**src/rtl/i2c_tgt_pkg.sv**
```systemverilog
package i2c_tgt_pkg;
  typedef enum logic [3:0] {
    ST_IDLE,
    ST_DEV,
    ST_DEV_ACK,
    ST_PTR,
    ST_PTR_ACK,
    ST_WR,
    ST_WR_ACK,
    ST_RD,
    ST_RD_ACK
  } tgt_state_e;
endpackage

```
**src/rtl/i2c_tgt_sync.sv**
```systemverilog
module i2c_tgt_sync #(
  parameter int STAGES = 2
) (
  input  logic clk,
  input  logic rst,
  input  logic scl_i,
  input  logic sda_i,
  output logic scl_s,
  output logic sda_s,
  output logic scl_rise,
  output logic scl_fall,
  output logic start_det,
  output logic stop_det
);
  localparam int TOP = STAGES - 1;

  logic [TOP:0] scl_pipe, sda_pipe;
  logic         scl_q, sda_q;

  always_ff @(posedge clk) begin
    if (rst) begin
      scl_pipe <= '1;
      sda_pipe <= '1;
      scl_q    <= 1'b1;
      sda_q    <= 1'b1;
    end else begin
      scl_pipe <= {scl_pipe[TOP-1:0], scl_i};
      sda_pipe <= {sda_pipe[TOP-1:0], sda_i};
      scl_q    <= scl_pipe[TOP];
      sda_q    <= sda_pipe[TOP];
    end
  end

  assign scl_s     = scl_pipe[TOP];
  assign sda_s     = sda_pipe[TOP];
  assign scl_rise  = scl_s & ~scl_q;
  assign scl_fall  = ~scl_s & scl_q;
  assign start_det = scl_s & scl_q & sda_q & ~sda_s;
  assign stop_det  = scl_s & scl_q & ~sda_q & sda_s;
endmodule

```
**src/rtl/i2c_tgt_core.sv**
```systemverilog
module i2c_tgt_core
  import i2c_tgt_pkg::*;
#(
  parameter int          AW       = 7,
  parameter int          DW       = 8,
  parameter logic [6:0]  TGT_ADDR = 7'h2A
) (
  input  logic          clk,
  input  logic          rst,
  input  logic          comm_en,
  input  logic          busy,
  input  logic          sda_s,
  input  logic          scl_rise,
  input  logic          scl_fall,
  input  logic          start_det,
  input  logic          stop_det,
  input  logic [DW-1:0] rdata,
  output logic [DW-1:0] ptr,
  output logic          wr_stb,
  output logic [DW-1:0] wdata,
  output logic          sda_oe
);
  localparam int CW = $clog2(DW + 1);
  localparam logic [CW-1:0] LAST = CW'(DW);

  tgt_state_e    state;
  logic [CW-1:0] bitcnt;
  logic [DW-1:0] shreg, txsh;
  logic          rw, acked, rx_phase;

  assign rx_phase = (state == ST_DEV) || (state == ST_PTR) || (state == ST_WR);

  always_ff @(posedge clk) begin
    if (rst) begin
      state  <= ST_IDLE;
      bitcnt <= '0;
      shreg  <= '0;
      txsh   <= '0;
      ptr    <= '0;
      rw     <= 1'b0;
      acked  <= 1'b0;
      wr_stb <= 1'b0;
      wdata  <= '0;
      sda_oe <= 1'b0;
    end else begin
      wr_stb <= 1'b0;
      if (wr_stb) ptr <= ptr + 1'b1;
      if (!comm_en) begin
        state  <= ST_IDLE;
        sda_oe <= 1'b0;
      end else if (start_det) begin
        state  <= ST_DEV;
        bitcnt <= '0;
        sda_oe <= 1'b0;
      end else if (stop_det) begin
        state  <= ST_IDLE;
        sda_oe <= 1'b0;
      end else begin
        if (scl_rise && rx_phase) begin
          shreg  <= {shreg[DW-2:0], sda_s};
          bitcnt <= bitcnt + 1'b1;
        end
        if (scl_rise && state == ST_RD) bitcnt <= bitcnt + 1'b1;
        if (scl_rise && state == ST_RD_ACK) begin
          acked <= ~sda_s;
          if (!sda_s) ptr <= ptr + 1'b1;
        end
        if (scl_fall) begin
          case (state)
            ST_DEV: if (bitcnt == LAST) begin
              if (shreg[DW-1:DW-AW] == TGT_ADDR && !busy) begin
                sda_oe <= 1'b1;
                rw     <= shreg[0];
                state  <= ST_DEV_ACK;
              end else begin
                state <= ST_IDLE;
              end
            end
            ST_PTR: if (bitcnt == LAST) begin
              if (!busy) begin
                sda_oe <= 1'b1;
                ptr    <= shreg;
                state  <= ST_PTR_ACK;
              end else begin
                state <= ST_IDLE;
              end
            end
            ST_WR: if (bitcnt == LAST) begin
              if (!busy) begin
                sda_oe <= 1'b1;
                wr_stb <= 1'b1;
                wdata  <= shreg;
                state  <= ST_WR_ACK;
              end else begin
                state <= ST_IDLE;
              end
            end
            ST_DEV_ACK: begin
              bitcnt <= '0;
              if (rw) begin
                txsh   <= rdata;
                sda_oe <= ~rdata[DW-1];
                state  <= ST_RD;
              end else begin
                sda_oe <= 1'b0;
                state  <= ST_PTR;
              end
            end
            ST_PTR_ACK, ST_WR_ACK: begin
              bitcnt <= '0;
              sda_oe <= 1'b0;
              state  <= ST_WR;
            end
            ST_RD: begin
              if (bitcnt == LAST) begin
                sda_oe <= 1'b0;
                state  <= ST_RD_ACK;
              end else if (bitcnt != '0) begin
                txsh   <= txsh << 1;
                sda_oe <= ~txsh[DW-2];
              end
            end
            ST_RD_ACK: begin
              bitcnt <= '0;
              if (acked) begin
                txsh   <= rdata;
                sda_oe <= ~rdata[DW-1];
                state  <= ST_RD;
              end else begin
                state <= ST_IDLE;
              end
            end
            default: ;
          endcase
        end
      end
    end
  end
endmodule

```
**src/rtl/i2c_reg_target.sv**
```systemverilog
module i2c_reg_target #(
  parameter int          SYNC_STAGES = 2,
  parameter logic [6:0]  TGT_ADDR    = 7'h2A
) (
  input  logic       clk,
  input  logic       rst,
  input  logic       scl_i,
  input  logic       sda_i,
  output logic       sda_oe,
  input  logic       uv_ok,
  input  logic       cfg_done,
  input  logic       busy,
  output logic [7:0] reg_addr,
  output logic       reg_wr,
  output logic [7:0] reg_wdata,
  input  logic [7:0] reg_rdata
);
  logic scl_s, sda_s, scl_rise, scl_fall, start_det, stop_det, comm_en;

  assign comm_en = uv_ok & cfg_done;

  i2c_tgt_sync #(.STAGES(SYNC_STAGES)) u_sync (
    .clk(clk), .rst(rst), .scl_i(scl_i), .sda_i(sda_i),
    .scl_s(scl_s), .sda_s(sda_s), .scl_rise(scl_rise), .scl_fall(scl_fall),
    .start_det(start_det), .stop_det(stop_det)
  );

  i2c_tgt_core #(.AW(7), .DW(8), .TGT_ADDR(TGT_ADDR)) u_core (
    .clk(clk), .rst(rst), .comm_en(comm_en), .busy(busy), .sda_s(sda_s),
    .scl_rise(scl_rise), .scl_fall(scl_fall), .start_det(start_det),
    .stop_det(stop_det), .rdata(reg_rdata), .ptr(reg_addr), .wr_stb(reg_wr),
    .wdata(reg_wdata), .sda_oe(sda_oe)
  );
endmodule

```
**config.mk**
```make
export PLATFORM = sky130hd
export DESIGN_NAME = i2c_reg_target
export DESIGN_NICKNAME = d
export VERILOG_FILES = /design/src/rtl/i2c_tgt_pkg.sv /design/src/rtl/i2c_tgt_sync.sv /design/src/rtl/i2c_tgt_core.sv /design/src/rtl/i2c_reg_target.sv
export SDC_FILE = /design/constraint.sdc
export NUM_CORES = 1
export LEC_CHECK = 0
export BUFFER_PORTS_ARGS = -buffer_cell sky130_fd_sc_hd__buf_2
export CORE_ASPECT_RATIO = 1.1
export CORE_UTILIZATION = 60
export CTS_BUF_LIST = sky130_fd_sc_hd__clkbuf_2
export DETAILED_ROUTE_END_ITERATION = 7
export PLACE_DENSITY = 0.82
export SYNTH_ARGS = -nofsm -noshare
export SYNTH_HDL_FRONTEND = slang
export SYNTH_SLANG_ARGS = --single-unit
export TNS_END_PERCENT = 5
```
**constraint.sdc**
```tcl
create_clock -name clk -period 2.65 [get_ports clk]
set_clock_uncertainty 0.2 [all_clocks]
set_input_delay 0.53 -clock clk [delete_from_list [all_inputs] [get_ports clk]]
set_output_delay 0.53 -clock clk [all_outputs]
set_load 0.01 [all_outputs]
```
# After elaboration in Yosys (flattened, before gate mapping)
# Index checks and enable logic that the tools add are counted.
totals:
  ff_bits: 49
  output_inout_bits: 18
  word_cells: 137
classes:
  add_sub_neg: 2
  eq_ne: 27
  mux: 44
  bitwise_logic: 21
  reduce_logical: 28
ops:
  columns: ["operator", "count"]
  rows:
  - ["2-to-1 mux 8 bit", 10]
  - ["2-to-1 mux 4 bit", 10]
  - ["2-to-1 mux 7 bit", 4]
  - ["case mux 4 bit (7 select lines)", 1]
  - ["case mux 7 bit (3 select lines)", 1]
  - ["!= test 2 bit, second input constant", 9]
  - ["equality test 4 x 3 -> 1 bit, second input constant", 4]
  - ["!= test 4 bit, second input constant", 4]
  - ["AND reduction 7 bit", 2]
  - ["inverter 1 bit", 13]
  - ["2-to-1 mux 1 bit", 12]
  - ["2-to-1 mux 3 bit", 4]
  - ["AND reduction 6 bit", 2]
  - ["AND reduction 9 bit", 1]
  - ["nonzero test 9 bit", 1]
  - ["adder 8 x 1 -> 8 bit, second input constant", 1]
  - ["AND 1 bit", 8]
  - ["equality test 4 x 2 -> 1 bit, second input constant", 2]
  - ["equality test 4 bit, second input constant", 2]
  - ["AND reduction 4 bit", 2]
  - ["AND reduction 8 bit", 1]
  - ["OR reduction 4 bit", 2]
  - ["equality test 7 x 6 -> 1 bit, second input constant", 1]
  - ["nonzero test 7 bit", 1]
  - ["15 further kinds", 24]

# Longest topological paths before layout
# Gate-level depths: netlist of run 1.
depth:
  depth_word: 11
  mapped_depth: 9
  depth_no_buf: 7

# Modules after synthesis
# A second synthesis of run 1 with hierarchy kept.
hier_totals:
  cells_unflattened: 318
  hier_area_um2: 2632.5
by_module_without_submodules:
  columns: ["mod", "instances", "cells_each", "area_each_um2", "seq_area_each_um2"]
  rows:
  - ["i2c_tgt_core", 1, 301, 2436.1, 860.8]
  - ["i2c_tgt_sync", 1, 16, 190.2, 120.1]
  - ["i2c_reg_target", 1, 1, 6.3, 0.0]

# Worst setup path before layout of run 1
# Ideal clock, no wire load.
synth_timing:
  path_kind: "flip-flop to flip-flop"
  from: "register u_core.bitcnt[0]"
  to: "register u_core.ptr[2]"
  setup_ps: 92
  t_arrival_ps: 1850
  slack_ps: 508
  stages_incl_launch_ff: 10
  n_path_buf: 2
  synth_period_minus_slack_ps: 2142
  path_cell_list: "dfxtp_1 inv_1 ha_1 nand3b_4 or2_1 buf_2 or3_1 clkbuf_1 o21a_1 o32ai_1"
synth_via:
  elab_chain_len: 7
synth_lines:
  columns: ["element", "line", "text"]
  rows:
  - ["from (decl)", "i2c_tgt_core.sv:27", "logic [CW-1:0] bitcnt;"]
  - ["from (signal assigned)", "i2c_tgt_core.sv:61", "bitcnt <= bitcnt + 1'b1;"]
  - ["from (signal assigned)", "i2c_tgt_core.sv:63", "if (scl_rise && state == ST_RD) bitcnt <= bitcnt + 1'b1;"]
  - ["equality test 4 bit", "i2c_tgt_core.sv:79", "ST_PTR: if (bitcnt == LAST) begin"]
  - ["2-to-1 mux 8 bit", "i2c_tgt_core.sv:79", null]
  - ["2-to-1 mux 8 bit", "i2c_tgt_core.sv:69", "case (state)"]
  - ["2-to-1 mux 8 bit", "i2c_tgt_core.sv:68", "if (scl_fall) begin"]
  - ["2-to-1 mux 8 bit", "i2c_tgt_core.sv:55", "end else if (stop_det) begin"]
  - ["2-to-1 mux 8 bit", "i2c_tgt_core.sv:51", "end else if (start_det) begin"]
  - ["2-to-1 mux 8 bit", "i2c_tgt_core.sv:48", "if (!comm_en) begin"]
  - ["to (signal assigned)", "i2c_tgt_core.sv:47", "if (wr_stb) ptr <= ptr + 1'b1;"]
  - ["to (signal assigned)", "i2c_tgt_core.sv:66", "if (!sda_s) ptr <= ptr + 1'b1;"]
  - ["to (signal assigned)", "i2c_tgt_core.sv:82", "ptr <= shreg;"]
  - ["to (decl)", "i2c_tgt_core.sv:18", "output logic [DW-1:0] ptr,"]
# No other way between the ends.
# A chain may end at the register's enable or synchronous reset.

# Final worst setup path of run 1
layout_timing:
  from: "register u_core.bitcnt[0]"
  to: "register u_core.txsh[1]"
layout_via:
  elab_chain_len: 3
  word_cells_on_any_way: 5
layout_lines:
  columns: ["element", "line", "text"]
  rows:
  - ["equality test 4 bit / nonzero test 4 bit (equally long branches)", "i2c_tgt_core.sv:115, i2c_tgt_core.sv:118", null]
  - ["!= test 2 bit (no source line)", null, null]
  - ["AND reduction 9 bit (no source line) (*)", null, null]
  - ["to (signal assigned)", "i2c_tgt_core.sv:101", "txsh <= rdata;"]
  - ["to (signal assigned)", "i2c_tgt_core.sv:119", "txsh <= txsh << 1;"]
  - ["to (signal assigned)", "i2c_tgt_core.sv:126", "txsh <= rdata;"]
  - ["to (decl)", "i2c_tgt_core.sv:28", "logic [DW-1:0] shreg, txsh;"]
# Mark *: on every way between the ends. The rest lies on a longest branch, timed or not.

==> results of run 1 <==
==> routing by layer <==
| layer | GRT usage [%] | vias to the layer above | wire (um) |
|---|---|---|---|
| met3 | 6.094 | 6 | 367 |
| met4 | 7.329 | 0 | 55 |
| met1 | 36.19 | 1143 | 2799 |
| met5 | 0 | - | 0 |
| met2 | 40.82 | 80 | 2778 |
| li1 | - | 1241 | - |
==> area by class of cell <==
class / instances / area [um^2]
multi-input combinational: 248 / 1609
clock buffer: 5 / 25.02
sequential: 49 / 980.9
fill: 358 / 1355
inverter: 7 / 26.28
tap: 54 / 67.56
timing repair buffer: 45 / 257.7
clock inverter: 3 / 26.28
==> layout by cell type (no fill, tap or decap), types with 5 or more instances in the layout <==
cell	synthesis	layout
sky130_fd_sc_hd__dfxtp_1	49	49
sky130_fd_sc_hd__nor2_1	34	34
sky130_fd_sc_hd__nand2_1	32	32
sky130_fd_sc_hd__buf_2	5	32
sky130_fd_sc_hd__a21oi_1	20	20
sky130_fd_sc_hd__mux2i_1	17	17
sky130_fd_sc_hd__nand3_1	13	13
sky130_fd_sc_hd__buf_4	0	13
sky130_fd_sc_hd__xor2_1	11	11
sky130_fd_sc_hd__a211oi_1	10	10
sky130_fd_sc_hd__o22ai_1	8	8
sky130_fd_sc_hd__nand2b_1	7	7
sky130_fd_sc_hd__nor2b_1	7	7
sky130_fd_sc_hd__o21ai_0	7	7
sky130_fd_sc_hd__inv_1	6	6
sky130_fd_sc_hd__nor3_1	6	6
sky130_fd_sc_hd__nor4_1	5	5
sky130_fd_sc_hd__a22oi_1	5	5
sky130_fd_sc_hd__clkbuf_2	0	5
==> sequential cells by signal, indices dropped and copies added (netlist names) <==
name and count:
u_core.ptr 8, u_core.shreg 8, u_core.wdata 8, u_core.txsh 7, u_core.bitcnt 4, u_core.state 4
u_sync.scl_pipe 2, u_sync.sda_pipe 2, u_core.acked 1, u_core.rw 1, u_core.sda_oe 1, u_core.wr_stb 1
u_sync.scl_q 1, u_sync.sda_q 1
==> cells by family after synthesis <==
kind of cell,synth area share (%)
simple gates,26.44
xor+xnor,4.163
fa+ha+maj,1.373
buf+inv,5.306
flops,35.86
compound gates,20.63
mux,6.221
==> power breakdown <==
group	total [mW]	switching (mW)	internal [mW]	leakage [nW]
registers	0.751	0.00649	0.745	0.396
logic	0.0649	0.0389	0.0260	0.731
clock network	0.334	0.263	0.0710	0.0271
==> worst max-delay path, stage by stage, from the launching register on <==
cell	delay, ps
sky130_fd_sc_hd__dfxtp_1	460
sky130_fd_sc_hd__inv_1	80
sky130_fd_sc_hd__ha_1	240
sky130_fd_sc_hd__or3b_2	220
sky130_fd_sc_hd__o221ai_2	120
sky130_fd_sc_hd__a211oi_2	670
sky130_fd_sc_hd__nor2_1	90
sky130_fd_sc_hd__a211oi_1	240
==> final timing paths <==
kind	start	endpoint	slack [ps]	cells past startpoint
setup / recovery	u_core.bitcnt[0]	u_core.txsh[1]	260	7
hold / removal	sda_i	u_sync.sda_pipe[0]	70	2
setup reg to reg	u_core.bitcnt[0]	u_core.txsh[1]	260	7
hold reg to reg	u_sync.scl_pipe[0]	u_sync.scl_pipe[1]	260	1
==> cells in the mapped netlist (2+ instances only) <==
master,number
sky130_fd_sc_hd__o32ai_1,4
sky130_fd_sc_hd__o21a_1,4
sky130_fd_sc_hd__nand4_1,4
sky130_fd_sc_hd__clkbuf_1,14
sky130_fd_sc_hd__or2_2,4
sky130_fd_sc_hd__nand2_1,32
sky130_fd_sc_hd__nor2_1,34
sky130_fd_sc_hd__xnor2_1,2
sky130_fd_sc_hd__nand4bb_1,2
sky130_fd_sc_hd__and2_1,2
sky130_fd_sc_hd__a211oi_1,10
sky130_fd_sc_hd__nor2b_1,7
sky130_fd_sc_hd__buf_1,2
sky130_fd_sc_hd__inv_1,6
sky130_fd_sc_hd__buf_6,3
sky130_fd_sc_hd__buf_2,5
sky130_fd_sc_hd__dfxtp_1,49
sky130_fd_sc_hd__or3b_2,2
sky130_fd_sc_hd__and3_1,3
sky130_fd_sc_hd__xor2_1,11
sky130_fd_sc_hd__a22oi_1,5
sky130_fd_sc_hd__nand3_1,13
sky130_fd_sc_hd__nor4_1,5
sky130_fd_sc_hd__mux2i_1,17
sky130_fd_sc_hd__o21ai_1,3
sky130_fd_sc_hd__o21ai_0,7
sky130_fd_sc_hd__o22ai_1,8
sky130_fd_sc_hd__o22a_1,2
sky130_fd_sc_hd__a21oi_1,20
sky130_fd_sc_hd__nor3_1,6
sky130_fd_sc_hd__ha_1,3
sky130_fd_sc_hd__a32oi_1,2
sky130_fd_sc_hd__nand2b_1,7
sky130_fd_sc_hd__or3_1,3
sky130_fd_sc_hd__nor4b_1,2
==> metrics by stage <==
| step | setup slack (ps) | utilization [%] | cells | cell area, um^2 | hold WS, ps |
|---|---|---|---|---|---|
| 4_1_cts | 235.1 | 68.83 | 411 | 2993 | 52.94 |
| 2_1_floorplan | 507.8 | - | 328 | 2735 | 189.5 |
| 3_3_place_gp | 420.2 | 67.65 | 403 | 2942 | 195.2 |
| 6_report | 255.1 | 68.83 | 411 | 2993 | 69.97 |
| 3_5_place_dp | 324.9 | 67.65 | 403 | 2942 | 209.1 |
| 5_1_grt | 10.22 | 68.83 | 411 | 2993 | 33.14 |
==> report_table.html, run 1 <==
<table>
<tr><th>Metric</th><th>Value</th></tr>
<tr><th colspan="2">Worst hold path</th></tr>
<tr><td>Path category of the worst min-delay check</td><td>input pin to flip-flop</td></tr>
<tr><th colspan="2">Routing</th></tr>
<tr><td>Vias per cell</td><td>6.010</td></tr>
<tr><td>Drc violations</td><td>0</td></tr>
<tr><td>Routed wire length</td><td>6.001 mm</td></tr>
<tr><td>Via count</td><td>2,470</td></tr>
<tr><td>Number of DRC markers in iteration 0</td><td>215</td></tr>
<tr><td>Post-DRT Antenna Nets</td><td>0</td></tr>
<tr><td>Drt pass-1 iters</td><td>4</td></tr>
<tr><td>Wire length per cell after detailed routing</td><td>14.60 um</td></tr>
<tr><th colspan="2">Global routing</th></tr>
<tr><td>Initial antenna violation count</td><td>0</td></tr>
<tr><td>First-pass GRT wire length</td><td>9.922 mm</td></tr>
<tr><td>Overflow after GRT</td><td>0</td></tr>
<tr><td>Tot GR Track Use</td><td>26.20%</td></tr>
<tr><td>Vias in the first global route</td><td>2,176</td></tr>
<tr><td>Largest net degree at the start of global routing</td><td>34</td></tr>
<tr><th colspan="2">Outcome</th></tr>
<tr><td>Status</td><td>finished, final reports clean</td></tr>
<tr><th colspan="2">Logic synthesis</th></tr>
<tr><td>Number of synthesized register bits</td><td>49</td></tr>
<tr><td>FFs w/ async S/R, synth</td><td>0%</td></tr>
<tr><td>Sequential element share of the synthesized area</td><td>35.86%</td></tr>
<tr><td>Number of distinct library cells after synthesis</td><td>60</td></tr>
<tr><td>Netlist area before placement</td><td>2735 um^2</td></tr>
<tr><td>Number of warnings issued by yosys</td><td>0</td></tr>
<tr><td>Average cell area after synthesis</td><td>8.339 um^2</td></tr>
<tr><td>Area share of the leading cell type in the synthesized netlist</td><td>35.86%</td></tr>
<tr><td>Cell type with the highest aggregate area in the netlist</td><td>sky130_fd_sc_hd__dfxtp_1</td></tr>
<tr><td>Count of mapped cells out of synthesis</td><td>328</td></tr>
<tr><td>Synthesized net count</td><td>346</td></tr>
<tr><td>Primary flip-flop cell chosen by synthesis mapping</td><td>sky130_fd_sc_hd__dfxtp_1</td></tr>
<tr><td>Top cells by area in the synthesized netlist</td><td>sky130_fd_sc_hd__dfxtp_1 36%, sky130_fd_sc_hd__mux2i_1 6.2%, sky130_fd_sc_hd__nor2_1 4.7%, sky130_fd_sc_hd__nand2_1 4.4%, sky130_fd_sc_hd__a21oi_1 3.7%</td></tr>
<tr><td>Post-synth EDFFs</td><td>0</td></tr>
<tr><th colspan="2">Floorplan</th></tr>
<tr><td>Ports placed on the boundary</td><td>33</td></tr>
<tr><td>Cell row count</td><td>25</td></tr>
<tr><td>Core outline area</td><td>4348 um^2</td></tr>
<tr><td>Initial core utilization</td><td>62.91%</td></tr>
<tr><td>Die height</td><td>72.81 um</td></tr>
<tr><td>Die outline width</td><td>66.38 um</td></tr>
<tr><td>DIE AREA</td><td>4833 um^2</td></tr>
<tr><th colspan="2">Worst setup path</th></tr>
<tr><td>Worst Path Class, Setup</td><td>flip-flop to flip-flop</td></tr>
<tr><td>Crit Path Max Fanout</td><td>14</td></tr>
<tr><td>Arrival time reported for the critical path endpoint</td><td>2550 ps</td></tr>
<tr><td>Category of the worst setup path capture point</td><td>flip-flop</td></tr>
<tr><td>Critical path launch point type</td><td>flip-flop</td></tr>
<tr><td>Critical Path RT</td><td>2810 ps</td></tr>
<tr><th colspan="2">Clocking</th></tr>
<tr><td>Buffers inserted during post-CTS setup optimization</td><td>0</td></tr>
<tr><td>Clk slew on worst S/H paths</td><td>260 ps</td></tr>
<tr><td>CTS tree</td><td>done</td></tr>
<tr><td>Clock latency on the worst-skew pair</td><td>450 ps</td></tr>
<tr><td>Max Root-Sink Buffers</td><td>2</td></tr>
<tr><td>Number of buffers created by CTS</td><td>5</td></tr>
<tr><td>Post_cts resized</td><td>0</td></tr>
<tr><td>Clock Sink Count</td><td>49</td></tr>
<tr><td>Htree depth</td><td>2</td></tr>
<tr><td>Cell at the root of the clock tree</td><td>sky130_fd_sc_hd__clkbuf_2</td></tr>
<tr><td>Hold-fix buffer count after cts</td><td>0</td></tr>
<tr><th colspan="2">Place</th></tr>
<tr><td>HPWL after detailed placement</td><td>4.387 mm</td></tr>
<tr><td>GP Congestion</td><td>0.9229</td></tr>
<tr><td>Quantity of I/O buffers inserted on ports</td><td>32</td></tr>
<tr><th colspan="2">Job</th></tr>
<tr><td>Max-cap viol count</td><td>0</td></tr>
<tr><th colspan="2">Cells and area</th></tr>
<tr><td>Layout cell share with drive strength beyond 1</td><td>18.77%</td></tr>
<tr><td>Net total in the final layout</td><td>374</td></tr>
<tr><td>Diode insertion count for antenna repair</td><td>0</td></tr>
<tr><td>Post-synthesis to final-layout area growth</td><td>9.424%</td></tr>
<tr><th colspan="2">STA</th></tr>
<tr><td>Min Tclk post-route</td><td>2395 ps</td></tr>
<tr><td>Setup violators final</td><td>0</td></tr>
<tr><td>Slew at the pin with the worst max-slew slack</td><td>752.6 ps</td></tr>
<tr><td>Slew Viols, Final</td><td>0</td></tr>
<tr><td>Hold Violations, Final</td><td>0</td></tr>
<tr><td>Worst slew margin relative to its limit</td><td>49.74%</td></tr>
<tr><td>Setup TNS Final</td><td>0 ps</td></tr>
<tr><td>Max Clock Freq</td><td>417.6 MHz</td></tr>
<tr><td>Setup repair after global routing missed its margin</td><td>no</td></tr>
<tr><td>Ratio of final minimum period to clock period</td><td>90.37%</td></tr>
<tr><th colspan="2">Power</th></tr>
<tr><td>Peak supply drop</td><td>357.6 uV</td></tr>
<tr><td>Total design power</td><td>1.150 mW</td></tr>
<tr><td>Leakage</td><td>1.154 nW</td></tr>
<tr><td>Power density of the placed cells</td><td>384.1 nW/um^2</td></tr>
</table>
No activity file was read; power rests on OpenSTA's default activity.
==> run 2: changes to the inputs <==
--- a/config.mk
+++ b/config.mk
@@ -11,6 +11,7 @@
 export CTS_BUF_LIST = sky130_fd_sc_hd__clkbuf_2
 export DETAILED_ROUTE_END_ITERATION = 7
 export PLACE_DENSITY = 0.82
+export REMOVE_ABC_BUFFERS = 1
 export SYNTH_ARGS = -nofsm -noshare
 export SYNTH_HDL_FRONTEND = slang
 export SYNTH_SLANG_ARGS = --single-unit
==> run 2 against run 1 <==
Via count fell by 0.85%; routed wire length fell by 0.72%; die area did not move; flip-flop and latch count did not move; sequential share of layout area rose by 0.28 points; critical path type unchanged; highest routed layer unchanged.
==> report_table.html, run 2 (same netlist as run 1, synthesis figures left out) <==
<table>
<tr><th>Metric</th><th>Value</th></tr>
<tr><th colspan="2">Outcome</th></tr>
<tr><td>Status</td><td>finished, final reports clean</td></tr>
<tr><th colspan="2">Worst setup path</th></tr>
<tr><td>Chain of cells forming the critical path</td><td>nand2b_1, nor4_1, buf_4, nand2_1, nand2_1, a21oi_1</td></tr>
<tr><td>Most used cell, CP</td><td>sky130_fd_sc_hd__nand2_1</td></tr>
<tr><td>Critical path launch point type</td><td>flip-flop</td></tr>
<tr><td>Worst-path cell with the longest stage delay</td><td>sky130_fd_sc_hd__dfxtp_1</td></tr>
<tr><td>Crit Path Max Fanout</td><td>18</td></tr>
<tr><td>Arrival time reported for the critical path endpoint</td><td>2490 ps</td></tr>
<tr><td>Category of the worst setup path capture point</td><td>flip-flop</td></tr>
<tr><td>Dominant delay contributor by cell family on the critical path</td><td>simple AND/OR/NAND/NOR gates</td></tr>
<tr><td>Largest stage delay on the critical path</td><td>730 ps</td></tr>
<tr><td>Crit path buffers/inverters</td><td>1</td></tr>
<tr><td>Worst Path Class, Setup</td><td>flip-flop to flip-flop</td></tr>
<tr><td>Critical Path RT</td><td>2830 ps</td></tr>
<tr><th colspan="2">Power</th></tr>
<tr><td>Total design power</td><td>1.163 mW</td></tr>
<tr><td>Power density of the placed cells</td><td>391.8 nW/um^2</td></tr>
<tr><td>Peak supply drop</td><td>415.0 uV</td></tr>
<tr><td>Leakage</td><td>1.141 nW</td></tr>
<tr><th colspan="2">Cells and area</th></tr>
<tr><td>Largest registers</td><td>u_core.ptr: 8 flops, u_core.shreg: 8 flops, u_core.wdata: 8 flops</td></tr>
<tr><td>Commonest cells after routing, fill and taps aside</td><td>49 x sky130_fd_sc_hd__dfxtp_1, 34 x sky130_fd_sc_hd__nor2_1, 32 x sky130_fd_sc_hd__nand2_1, 32 x sky130_fd_sc_hd__buf_2, 20 x sky130_fd_sc_hd__a21oi_1</td></tr>
<tr><td>Layout cell share with drive strength beyond 1</td><td>17.56%</td></tr>
<tr><td>Post-synthesis to final-layout area growth</td><td>8.509%</td></tr>
<tr><td>Most common library cell in the layout ignoring fill and taps</td><td>sky130_fd_sc_hd__dfxtp_1</td></tr>
<tr><td>Diode insertion count for antenna repair</td><td>0</td></tr>
<tr><td>Net total in the final layout</td><td>370</td></tr>
<tr><th colspan="2">STA</th></tr>
<tr><td>Final worst-path setup slack</td><td>338.5 ps</td></tr>
<tr><td>Max Clock Freq</td><td>432.6 MHz</td></tr>
<tr><td>Slew at the pin with the worst max-slew slack</td><td>599.2 ps</td></tr>
<tr><td>Hold Violations, Final</td><td>0</td></tr>
<tr><td>Slew Viols, Final</td><td>0</td></tr>
<tr><td>Setup violators final</td><td>0</td></tr>
<tr><td>Setup repair after global routing missed its margin</td><td>no</td></tr>
<tr><td>Worst slack on hold paths</td><td>50.28 ps</td></tr>
<tr><td>Min Tclk post-route</td><td>2311 ps</td></tr>
<tr><td>Ratio of final minimum period to clock period</td><td>87.22%</td></tr>
<tr><td>Setup TNS Final</td><td>0 ps</td></tr>
<tr><td>Worst slew margin relative to its limit</td><td>60.00%</td></tr>
<tr><th colspan="2">Job</th></tr>
<tr><td>Max-cap viol count</td><td>0</td></tr>
<tr><th colspan="2">Floorplan</th></tr>
<tr><td>Initial core utilization</td><td>62.91%</td></tr>
<tr><td>Die height</td><td>72.81 um</td></tr>
<tr><td>Die outline width</td><td>66.38 um</td></tr>
<tr><td>Ports placed on the boundary</td><td>33</td></tr>
<tr><td>Cell row count</td><td>25</td></tr>
<tr><td>DIE AREA</td><td>4833 um^2</td></tr>
<tr><td>Core outline area</td><td>4348 um^2</td></tr>
<tr><th colspan="2">Routing</th></tr>
<tr><td>Routed wire length</td><td>5.958 mm</td></tr>
<tr><td>Number of DRC markers in iteration 0</td><td>234</td></tr>
<tr><td>Drt pass-1 iters</td><td>4</td></tr>
<tr><td>Drc violations</td><td>0</td></tr>
<tr><td>Via count</td><td>2,449</td></tr>
<tr><td>Wire length per cell after detailed routing</td><td>14.64 um</td></tr>
<tr><td>Post-DRT Antenna Nets</td><td>0</td></tr>
<tr><td>Vias per cell</td><td>6.017</td></tr>
<tr><th colspan="2">Global routing</th></tr>
<tr><td>Initial antenna violation count</td><td>0</td></tr>
<tr><td>First-pass GRT wire length</td><td>9.625 mm</td></tr>
<tr><td>Vias in the first global route</td><td>2,024</td></tr>
<tr><td>Tot GR Track Use</td><td>25.83%</td></tr>
<tr><td>Overflow after GRT</td><td>0</td></tr>
<tr><td>Largest net degree at the start of global routing</td><td>34</td></tr>
<tr><th colspan="2">Clocking</th></tr>
<tr><td>Clock Sink Count</td><td>49</td></tr>
<tr><td>Post_cts resized</td><td>0</td></tr>
<tr><td>Max Root-Sink Buffers</td><td>2</td></tr>
<tr><td>Hold-fix buffer count after cts</td><td>0</td></tr>
<tr><td>Number of buffers created by CTS</td><td>5</td></tr>
<tr><td>Cell at the root of the clock tree</td><td>sky130_fd_sc_hd__clkbuf_2</td></tr>
<tr><td>Clock latency on the worst-skew pair</td><td>450 ps</td></tr>
<tr><td>Clk slew on worst S/H paths</td><td>280 ps</td></tr>
<tr><td>Htree depth</td><td>2</td></tr>
<tr><td>CTS tree</td><td>done</td></tr>
<tr><td>Buffers inserted during post-CTS setup optimization</td><td>0</td></tr>
<tr><th colspan="2">Place</th></tr>
<tr><td>Quantity of I/O buffers inserted on ports</td><td>32</td></tr>
<tr><td>HPWL after detailed placement</td><td>4.360 mm</td></tr>
<tr><td>GP Congestion</td><td>0.8700</td></tr>
<tr><td>DP Worst Slack</td><td>409.7 ps</td></tr>
<tr><th colspan="2">Worst hold path</th></tr>
<tr><td>Path category of the worst min-delay check</td><td>input pin to flip-flop</td></tr>
</table>
## run 2: cell types whose count changed in the layout (fill, tap and decap cells not counted)
cell | before | now
sky130_fd_sc_hd__buf_4 | 13 | 8
sky130_fd_sc_hd__dlygate4sd3_1 | 0 | 1
sky130_fd_sc_hd__clkinv_4 | 0 | 1
sky130_fd_sc_hd__inv_6 | 0 | 1
sky130_fd_sc_hd__clkinvlp_4 | 2 | 0
## run 2: where the power goes
group          total, mW  switching [mW]  leakage, nW  internal (mW)
combinational     0.0636          0.0389        0.710         0.0247
clock              0.348           0.270       0.0355         0.0784
sequential         0.751         0.00647        0.396          0.745
total               1.16           0.315         1.14          0.848
## run 2: layout make-up
| cell class | count | area, um^2 |
|---|---|---|
| tap | 54 | 67.56 |
| clock inverter | 3 | 28.78 |
| sequential | 49 | 980.9 |
| multi-input combinational | 248 | 1609 |
| inverter | 7 | 26.28 |
| timing repair buffer | 41 | 230.2 |
| clock buffer | 5 | 25.02 |
| fill | 377 | 1380 |
## run 2: final timing paths
kind                             end  slack [ps]               start  cells after the start
hold reg to reg   u_sync.sda_pipe[1]         250  u_sync.sda_pipe[0]                      1
setup reg to reg     u_core.shreg[0]         340     u_core.state[0]                      6
setup / recovery     u_core.shreg[0]         340     u_core.state[0]                      6
hold / removal    u_sync.scl_pipe[0]          50               scl_i                      2
## run 2: layer usage
layer / GRT usage, % / wire length, um
met4: 8.274 / 78
met2: 38.44 / 2651
met5: 0 / 0
met3: 4.688 / 323
met1: 37.61 / 2903
## run 2: per-stage QoR
step	instances	util (%)	instance area, um^2
floorplan	304	-	2616
global placement	398	66.79	2904
detailed placement	398	66.79	2904
CTS	406	68.03	2958
global route	407	68.26	2968
finish	407	68.26	2968
